## config.mk

```make
export PLATFORM = sky130hd
export DESIGN_NAME = fe_init_seq
export DESIGN_NICKNAME = d
export VERILOG_FILES = /design/src/rtl/fe_init_pkg.sv /design/src/rtl/fe_init_trig.sv /design/src/rtl/fe_init_fsm.sv /design/src/rtl/fe_init_sticky.sv /design/src/rtl/fe_init_seq.sv
export SDC_FILE = /design/constraint.sdc
export NUM_CORES = 1
export LEC_CHECK = 0
export BUFFER_PORTS_ARGS = -buffer_cell sky130_fd_sc_hd__buf_2
export CAP_MARGIN = 10
export CORE_AREA = 2 2 46 48
export CTS_CLUSTER_DIAMETER = 40
export DETAILED_ROUTE_END_ITERATION = 16
export DIE_AREA = 0 0 48 50
export HOLD_SLACK_MARGIN = 0.15
export PLACE_DENSITY = 0.79
export SLEW_MARGIN = 20
export SYNTH_ARGS = -nofsm -noshare
export SYNTH_HDL_FRONTEND = slang
export SYNTH_SLANG_ARGS = --single-unit
```

## constraint.sdc

```tcl
create_clock -name clk -period 3.43 [get_ports clk]
set_input_delay 0.686 -clock clk [delete_from_list [all_inputs] [get_ports clk]]
set_output_delay 0.686 -clock clk [all_outputs]
set_load 0.03 [all_outputs]
```

## src/rtl/fe_init_pkg.sv

```systemverilog
package fe_init_pkg;
  localparam int NSTEP  = 5;
  localparam int STEP_W = $clog2(NSTEP);

  typedef enum logic [1:0] {SQ_IDLE, SQ_RUN, SQ_DONE, SQ_FAIL} seq_state_e;
  typedef logic [STEP_W-1:0] step_idx_t;

  // One-hot request vector for a step index.
  function automatic logic [NSTEP-1:0] step_onehot(step_idx_t idx);
    logic [NSTEP-1:0] v;
    for (int k = 0; k < NSTEP; k++) v[k] = (idx == step_idx_t'(k));
    return v;
  endfunction

  function automatic logic is_last_step(step_idx_t idx);
    return idx == step_idx_t'(NSTEP - 1);
  endfunction

  // True when a step has waited its whole budget.
  function automatic logic budget_spent(int unsigned waited, int unsigned limit);
    return waited + 1 >= limit;
  endfunction
endpackage

```

## src/rtl/fe_init_trig.sv

```systemverilog
module fe_init_trig #(
  parameter int SEL_W = 2
) (
  input  logic             clk,
  input  logic             rst_n,
  input  logic             force_init,
  input  logic             io_enable,
  input  logic [SEL_W-1:0] clk_sel,
  output logic             start_evt,
  output logic             io_rise
);
  logic             io_q;
  logic [SEL_W-1:0] sel_q;
  logic             sel_change;

  always_ff @(posedge clk or negedge rst_n) begin
    if (!rst_n) begin
      io_q  <= 1'b0;
      sel_q <= '0;
    end else begin
      io_q  <= io_enable;
      sel_q <= clk_sel;
    end
  end

  assign io_rise    = io_enable & ~io_q;
  assign sel_change = (clk_sel != sel_q);
  assign start_evt  = force_init | io_rise | sel_change;
endmodule

```

## src/rtl/fe_init_fsm.sv

```systemverilog
module fe_init_fsm
  import fe_init_pkg::*;
#(
  parameter int STEP_TIMEOUT = 16
) (
  input  logic             clk,
  input  logic             rst_n,
  input  logic             start_evt,
  input  logic [NSTEP-1:0] step_done,
  output logic [NSTEP-1:0] step_req,
  output logic             init_done,
  output logic             init_fail,
  output logic             clr_evt
);
  localparam int TMR_W = $clog2(STEP_TIMEOUT + 1);

  seq_state_e       state;
  step_idx_t        step;
  logic [TMR_W-1:0] tmr;
  logic             cur_done;
  logic             expired;

  assign step_req  = (state == SQ_RUN) ? step_onehot(step) : '0;
  assign cur_done  = |(step_req & step_done);
  assign expired   = budget_spent(int'(tmr), STEP_TIMEOUT);
  assign clr_evt   = (state == SQ_RUN) && is_last_step(step) && cur_done && !start_evt;
  assign init_done = (state == SQ_DONE);
  assign init_fail = (state == SQ_FAIL);

  always_ff @(posedge clk or negedge rst_n) begin
    if (!rst_n) begin
      state <= SQ_IDLE;
      step  <= '0;
      tmr   <= '0;
    end else if (start_evt) begin
      state <= SQ_RUN;
      step  <= '0;
      tmr   <= '0;
    end else if (state == SQ_RUN) begin
      if (cur_done) begin
        tmr <= '0;
        if (is_last_step(step)) state <= SQ_DONE;
        else                    step  <= step + 1'b1;
      end else if (expired) begin
        state <= SQ_FAIL;
      end else begin
        tmr <= tmr + 1'b1;
      end
    end
  end
endmodule

```

## src/rtl/fe_init_sticky.sv

```systemverilog
module fe_init_sticky #(
  parameter int NCONV = 2
) (
  input  logic             clk,
  input  logic             rst_n,
  input  logic             clr_evt,
  input  logic             init_done,
  input  logic             pll_locked,
  input  logic [NCONV-1:0] win_narrow,
  output logic [NCONV-1:0] adc_err,
  output logic             pll_unlock
);
  for (genvar i = 0; i < NCONV; i++) begin : g_conv
    always_ff @(posedge clk or negedge rst_n) begin
      if (!rst_n)             adc_err[i] <= 1'b0;
      else if (clr_evt)       adc_err[i] <= 1'b0;
      else if (win_narrow[i]) adc_err[i] <= 1'b1;
    end
  end

  always_ff @(posedge clk or negedge rst_n) begin
    if (!rst_n)                        pll_unlock <= 1'b0;
    else if (clr_evt)                  pll_unlock <= 1'b0;
    else if (init_done && !pll_locked) pll_unlock <= 1'b1;
  end
endmodule

```

## src/rtl/fe_init_seq.sv

```systemverilog
module fe_init_seq
  import fe_init_pkg::*;
#(
  parameter int SEL_W        = 2,
  parameter int NCONV        = 2,
  parameter int STEP_TIMEOUT = 16
) (
  input  logic             clk,
  input  logic             rst_n,
  input  logic             force_init,
  input  logic             io_enable,
  input  logic [SEL_W-1:0] clk_sel,
  input  logic             pll_locked,
  input  logic [NCONV-1:0] win_narrow,
  input  logic [NSTEP-1:0] step_done,
  output logic [NSTEP-1:0] step_req,
  output logic             cfg_reset_req,
  output logic             init_done,
  output logic             init_fail,
  output logic [NCONV-1:0] adc_err,
  output logic             pll_unlock,
  output logic             user_clk_en
);
  logic start_evt;
  logic io_rise;
  logic clr_evt;

  fe_init_trig #(.SEL_W(SEL_W)) u_trig (
    .clk(clk), .rst_n(rst_n), .force_init(force_init), .io_enable(io_enable),
    .clk_sel(clk_sel), .start_evt(start_evt), .io_rise(io_rise)
  );

  fe_init_fsm #(.STEP_TIMEOUT(STEP_TIMEOUT)) u_fsm (
    .clk(clk), .rst_n(rst_n), .start_evt(start_evt), .step_done(step_done),
    .step_req(step_req), .init_done(init_done), .init_fail(init_fail), .clr_evt(clr_evt)
  );

  fe_init_sticky #(.NCONV(NCONV)) u_sticky (
    .clk(clk), .rst_n(rst_n), .clr_evt(clr_evt), .init_done(init_done),
    .pll_locked(pll_locked), .win_narrow(win_narrow), .adc_err(adc_err),
    .pll_unlock(pll_unlock)
  );

  always_ff @(posedge clk or negedge rst_n) begin
    if (!rst_n) cfg_reset_req <= 1'b0;
    else        cfg_reset_req <= io_rise;
  end

  assign user_clk_en = init_done & pll_locked & ~pll_unlock;
endmodule

```

**Word-level counts from Yosys, hierarchy flattened**

Cells that the tools add are included.

- Reduce and logical (&&, ||, !) cells: 17
- Magnitude comparators: 1
- Equal/unequal tests: 11
- Add/subtract/negate cells: 3
- Bitwise gates (word level): 8
- Multiplexer cells: 20

Operators with widths:

| operator | count |
|---|---|
| greater-or-equal comparator 32 x 5 -> 1 bit, second input constant | 1 |
| two-way mux 5 bit | 5 |
| two-way mux 3 bit | 4 |
| two-way mux 2 bit | 5 |
| nonzero test 2 bit | 5 |
| adder 5 x 1 -> 6 bit, second input constant | 1 |
| == test 3 x 2 -> 1 bit, second input constant | 2 |
| two-way mux 1 bit | 6 |
| AND reduction 3 bit | 2 |
| adder 5 x 1 -> 5 bit, second input constant | 1 |
| bitwise AND 5 bit | 1 |
| OR reduction 5 bit | 1 |
| == test 2 bit, second input constant | 2 |
| logical AND 1 bit | 4 |
| adder 3 x 1 -> 3 bit, second input constant | 1 |
| bitwise AND 1 bit | 3 |
| == test 3 x 1 -> 1 bit, second input constant | 1 |
| == test 3 bit, second input constant | 1 |
| zero test 3 bit | 1 |
| != test 3 x 1 -> 1 bit, second input constant | 1 |
| != test 3 x 2 -> 1 bit, second input constant | 1 |
| nonzero test 3 bit | 1 |
| == test 2 x 1 -> 1 bit, second input constant | 1 |
| zero test 1 bit | 2 |
| other kinds (5) | 7 |

- Input bits: 14
- Register bits after elaboration: 17
- Output and inout port bits: 12

**Longest topological paths before layout**

- Word-level depth: 7
- Depth in mapped cells: 6
- Mapped depth without buffers: 6

**Cells and area by module**

Synthesis repeated with hierarchy kept, for this count alone.

- Cell total of the unflattened synthesis: 105
- Area total of the unflattened synthesis: 994.7 µm²

Modules (own cells, without submodules):

| module | cells an instance | area an instance (µm²) | times used |
|---|---|---|---|
| fe_init_fsm | 86 | 734.5 | 1 |
| fe_init_trig | 7 | 117.6 | 1 |
| fe_init_sticky | 10 | 108.9 | 1 |
| fe_init_seq | 2 | 33.8 | 1 |

**Least setup slack after synthesis**

Ideal clock, no wire load.

- Kind: register -> output
- Start point: register u_fsm.state[0]
- End point: output port user_clk_en
- Arrival: 1.734 ns
- Slack: 1.010 ns
- Path buffers: 0
- Stages on the path, launching flop included: 3
- Required time: 2.744 ns
- Cells stage by stage: dfrtp_1 -> nor2b_1 -> nor3b_1

- Cells in the longest elaborated chain, start to end: 3

Ends and longest elaborated chain:

| what | RTL line | source |
|---|---|---|
| start, declared | fe_init_fsm.sv:17 | `seq_state_e state;` |
| start signal, assigned | fe_init_fsm.sv:32 | `state <= SQ_IDLE;` |
| start signal, assigned | fe_init_fsm.sv:36 | `state <= SQ_RUN;` |
| start signal, assigned | fe_init_fsm.sv:42 | `if (is_last_step(step)) state <= SQ_DONE;` |
| == test 2 bit | fe_init_fsm.sv:27 | `assign init_done = (state == SQ_DONE);` |
| named net init_done | fe_init_seq.sv:18 | `output logic init_done,` |
| bitwise AND 1 bit (2 in a row) | fe_init_seq.sv:49 | `assign user_clk_en = init_done & pll_locked & ~pll_unlock;` |
| end, declared | fe_init_seq.sv:22 | `output logic user_clk_en` |

The timed path passes the listed nets, and every way through them passes these cells.

**Worst setup path after layout**

- Start point: register u_fsm.state[1]
- End point: output port step_req[4]

- Cells in the longest elaborated chain, start to end: 2

Ends and longest elaborated chain:

| what | RTL line | source |
|---|---|---|
| == test 2 x 1 -> 1 bit | fe_init_fsm.sv:23 | `assign step_req = (state == SQ_RUN) ? step_onehot(step) : '0;` |
| two-way mux 5 bit | fe_init_fsm.sv:23 |  |
| end, declared | fe_init_seq.sv:16 | `output logic [NSTEP-1:0] step_req,` |

No other way between the ends.

==> out/qor.txt <==
Top-area cell type share of the netlist area = 43.3%
Critical path's top delay family = simple AND/OR/NAND/NOR gates
Setup TNS = 0 ns
FF-to-FF path depth = 6
Most frequent cells after synthesis = 17 x dfrtp_1, 9 x nor2_1, 8 x nand2_1, 6 x a21oi_1, 6 x ha_1
Placed standard-cell area = 1130 um2
Total wire length = 2.00 mm
Status = finished, final reports clean
Initial antenna violation count = 0
Leakage = 0.567 nW
Worst skew pair latency = 0.28 ns
First drt pass iteration count = 4
Share of layout cells above drive strength 1 = 28.3%
Tmin final = 2.35 ns
RSZ-0062 raised after global routing = false
Post-Layout Inst Area = 1160 um2
Number of flops mapped to enable cells by yosys = 0
H-tree levels = 1
# resized after CTS = 0
GPL Wtd Cong = 0.859
CTS Sinks = 17
Core Area = 1900 um2
Avg Inst Size Synth = 9.83 um2
DP Wirelength = 1.58 mm
Clock buffer count from CTS = 3
Startpoint types = register
Critical path fanouts, max = 14
Crit Path Class = register to primary output
Worst Tran Pin Value = 0.543 ns
# Post-CTS Setup Buffers = 0
Fin crit share = 68.6%
Final Max Tran Viols = 0
P per Cell Area = 297 nW/um2
Footprint of the multi-input gates = 533 um2
Final setup violation count = 0
Synth async-reset ratio = 100%
Initial drt markers = 24
Top-count cell post-synth = dfrtp_1
Ant. Diodes = 0
Register area share after synthesis = 43.3%
CTS tree = built
Ys flop type = dfrtp_1
CP Cell Sequence = and2b_1 -> and2_1 -> buf_2
Largest vdd supply drop = 0.280 mV
CP max stage cell = and2b_1
First-pass GRT wire length = 3.18 mm
WP buf/inv = 1
Final hold vios = 0
Routed WL per cell = 13.0 um
P&R area growth vs syn = 17.8%
Seq. cell area = 425 um2
Launch point of the worst reg-to-reg path = u_fsm.step[0]
Critical path required time = 2.74 ns
Yosys warnings = 0
Antenna Nets Post-Route = 0
Vias in the first global route = 788
Netlist cell types = 40
Io pins = 26
CTS root buf = clkbuf_4
Largest net degree at the start of global routing = 18
Post-synth top area cell = dfrtp_1
Ranking of synthesized cells by area = dfrtp_1 43%, ha_1 7.6%, nor2_1 3.4%, and3_1 3.2%, a21oi_1 3.1%
Std cell rows = 16
Max-cap check violation count = 0
R2R setup slack = 1.58 ns
Syn Std Cell Area = 983 um2
GRT overflow = 0
Critical path capture point type = primary output
Post-Synthesis Cells = 100
Hold Path Class = input port to asynchronous set/reset pin
CTS clock-pin slew for the worst setup and hold paths = 0.10 ns
RR Endpoint = u_fsm.state[1]
Longest Clk Path Bufs = 2
Chip height = 50 um
F_max = 0.425 GHz
Starting density of the core = 51.7%
Drt drc = 0
Clock skew = 0.00709 ns
Vias per cell = 5.58
Total number of vias = 859
Hold_buf cts = 0
Relative slew slack = 63.8%
Fillcell total = 186
Nets@finish = 148
DIE AREA = 2400 um2
Total GRT Usage = 18.2%
IO buf count = 25
Die width = 48 um
CP arrival = 1.67 ns
Slowest stage delay, CP = 0.48 ns
Synthesized flop and latch total = 17
Mapped Nets = 120
Layout Utilization = 60.9%
[cell type report]
| cell class | count | share of cell area (%) |
|---|---|---|
| multi-input combinational | 77 | 46.0 |
| tap | 27 | 2.92 |
| sequential | 17 | 36.7 |
| clock buffer | 4 | 2.27 |
| inverter | 4 | 1.30 |
| timing repair buffer | 25 | 10.8 |
[sequential cells by signal, indices dropped and copies added (netlist names)]
register	count
u_fsm.tmr	5
u_fsm.step	3
cfg_reset_req	1
u_trig.sel_q	2
u_trig.io_q	1
u_sticky.adc_err	2
u_sticky.pll_unlock	1
u_fsm.state	2
[layer usage]
layer / track usage [%] / wire, um / vias up
li1: - / - / 417
met1: 23.1 / 851 / 409
met2: 30.9 / 1040 / 28
met3: 2.20 / 83 / 5
met4: 5.41 / 27 / 0
met5: 0 / 0 / -
[through the flow]
stage / total power [mW] / hold WS, ns / worst slack (ns) / instances
6_report: 0.344 / 0.302 / 1.08 / 154
3_5_place_dp: 0.245 / 0.454 / 1.40 / 150
2_1_floorplan: 0.228 / 0.390 / 1.01 / 100
5_1_grt: 0.361 / 0.329 / 0.990 / 154
4_1_cts: 0.348 / 0.314 / 1.08 / 154
3_3_place_gp: 0.243 / 0.448 / 1.43 / 150
[worst max path at each step]
stage | startpoint | endpoint | slack (ns) | depth (start not counted)
floorplan | u_fsm.state[0] | user_clk_en | 1.01 | 2
global placement | io_enable | u_fsm.tmr[4] | 1.43 | 5
detailed placement | u_fsm.step[0] | step_req[4] | 1.40 | 5
CTS | u_fsm.step[0] | step_req[4] | 1.08 | 5
global route | u_fsm.state[1] | step_req[4] | 0.99 | 3
finish | u_fsm.state[1] | step_req[4] | 1.08 | 3
[kinds of logic (layout without fill, tap and decap cells)]
kind of cell | after synthesis | after routing | synth area share [%]
AOI/OAI and AO/OA | 23 | 23 | 18.2
xor gates and xnor gates | 2 | 2 | 1.78
adders and majority gates | 6 | 6 | 7.63
buffers and inverters | 6 | 33 | 2.54
DFF | 17 | 17 | 43.3
and+or+nand+nor | 46 | 46 | 26.6
[report_power, final]
group	total [mW]	leakage [nW]	switching, mW	internal, mW
Combinational	0.0345	0.338	0.0202	0.0142
Sequential	0.206	0.213	0.00243	0.204
Clock	0.104	0.0150	0.0584	0.0451
Total	0.344	0.567	0.0811	0.263
[worst reg2reg max path, cell delays in order, from the launching register on]
cell and delay, ns:
dfrtp_1 0.40, inv_1 0.09, ha_1 0.21, a222oi_1 0.52, o2bb2ai_2 0.17, nand2b_1 0.21, o22ai_1 0.18
[cells in the final DEF (no fill, tap or decap), drive strengths merged, types with 3 or more instances in the layout]
cell,instances
buf,25
o22ai,3
dfrtp,17
ha,6
nand2b,3
nor2,10
and3,6
a21oi,6
nand2,8
and2,4
inv,4
clkbuf,4
Note: power is estimated with default switching activity, not from simulation.
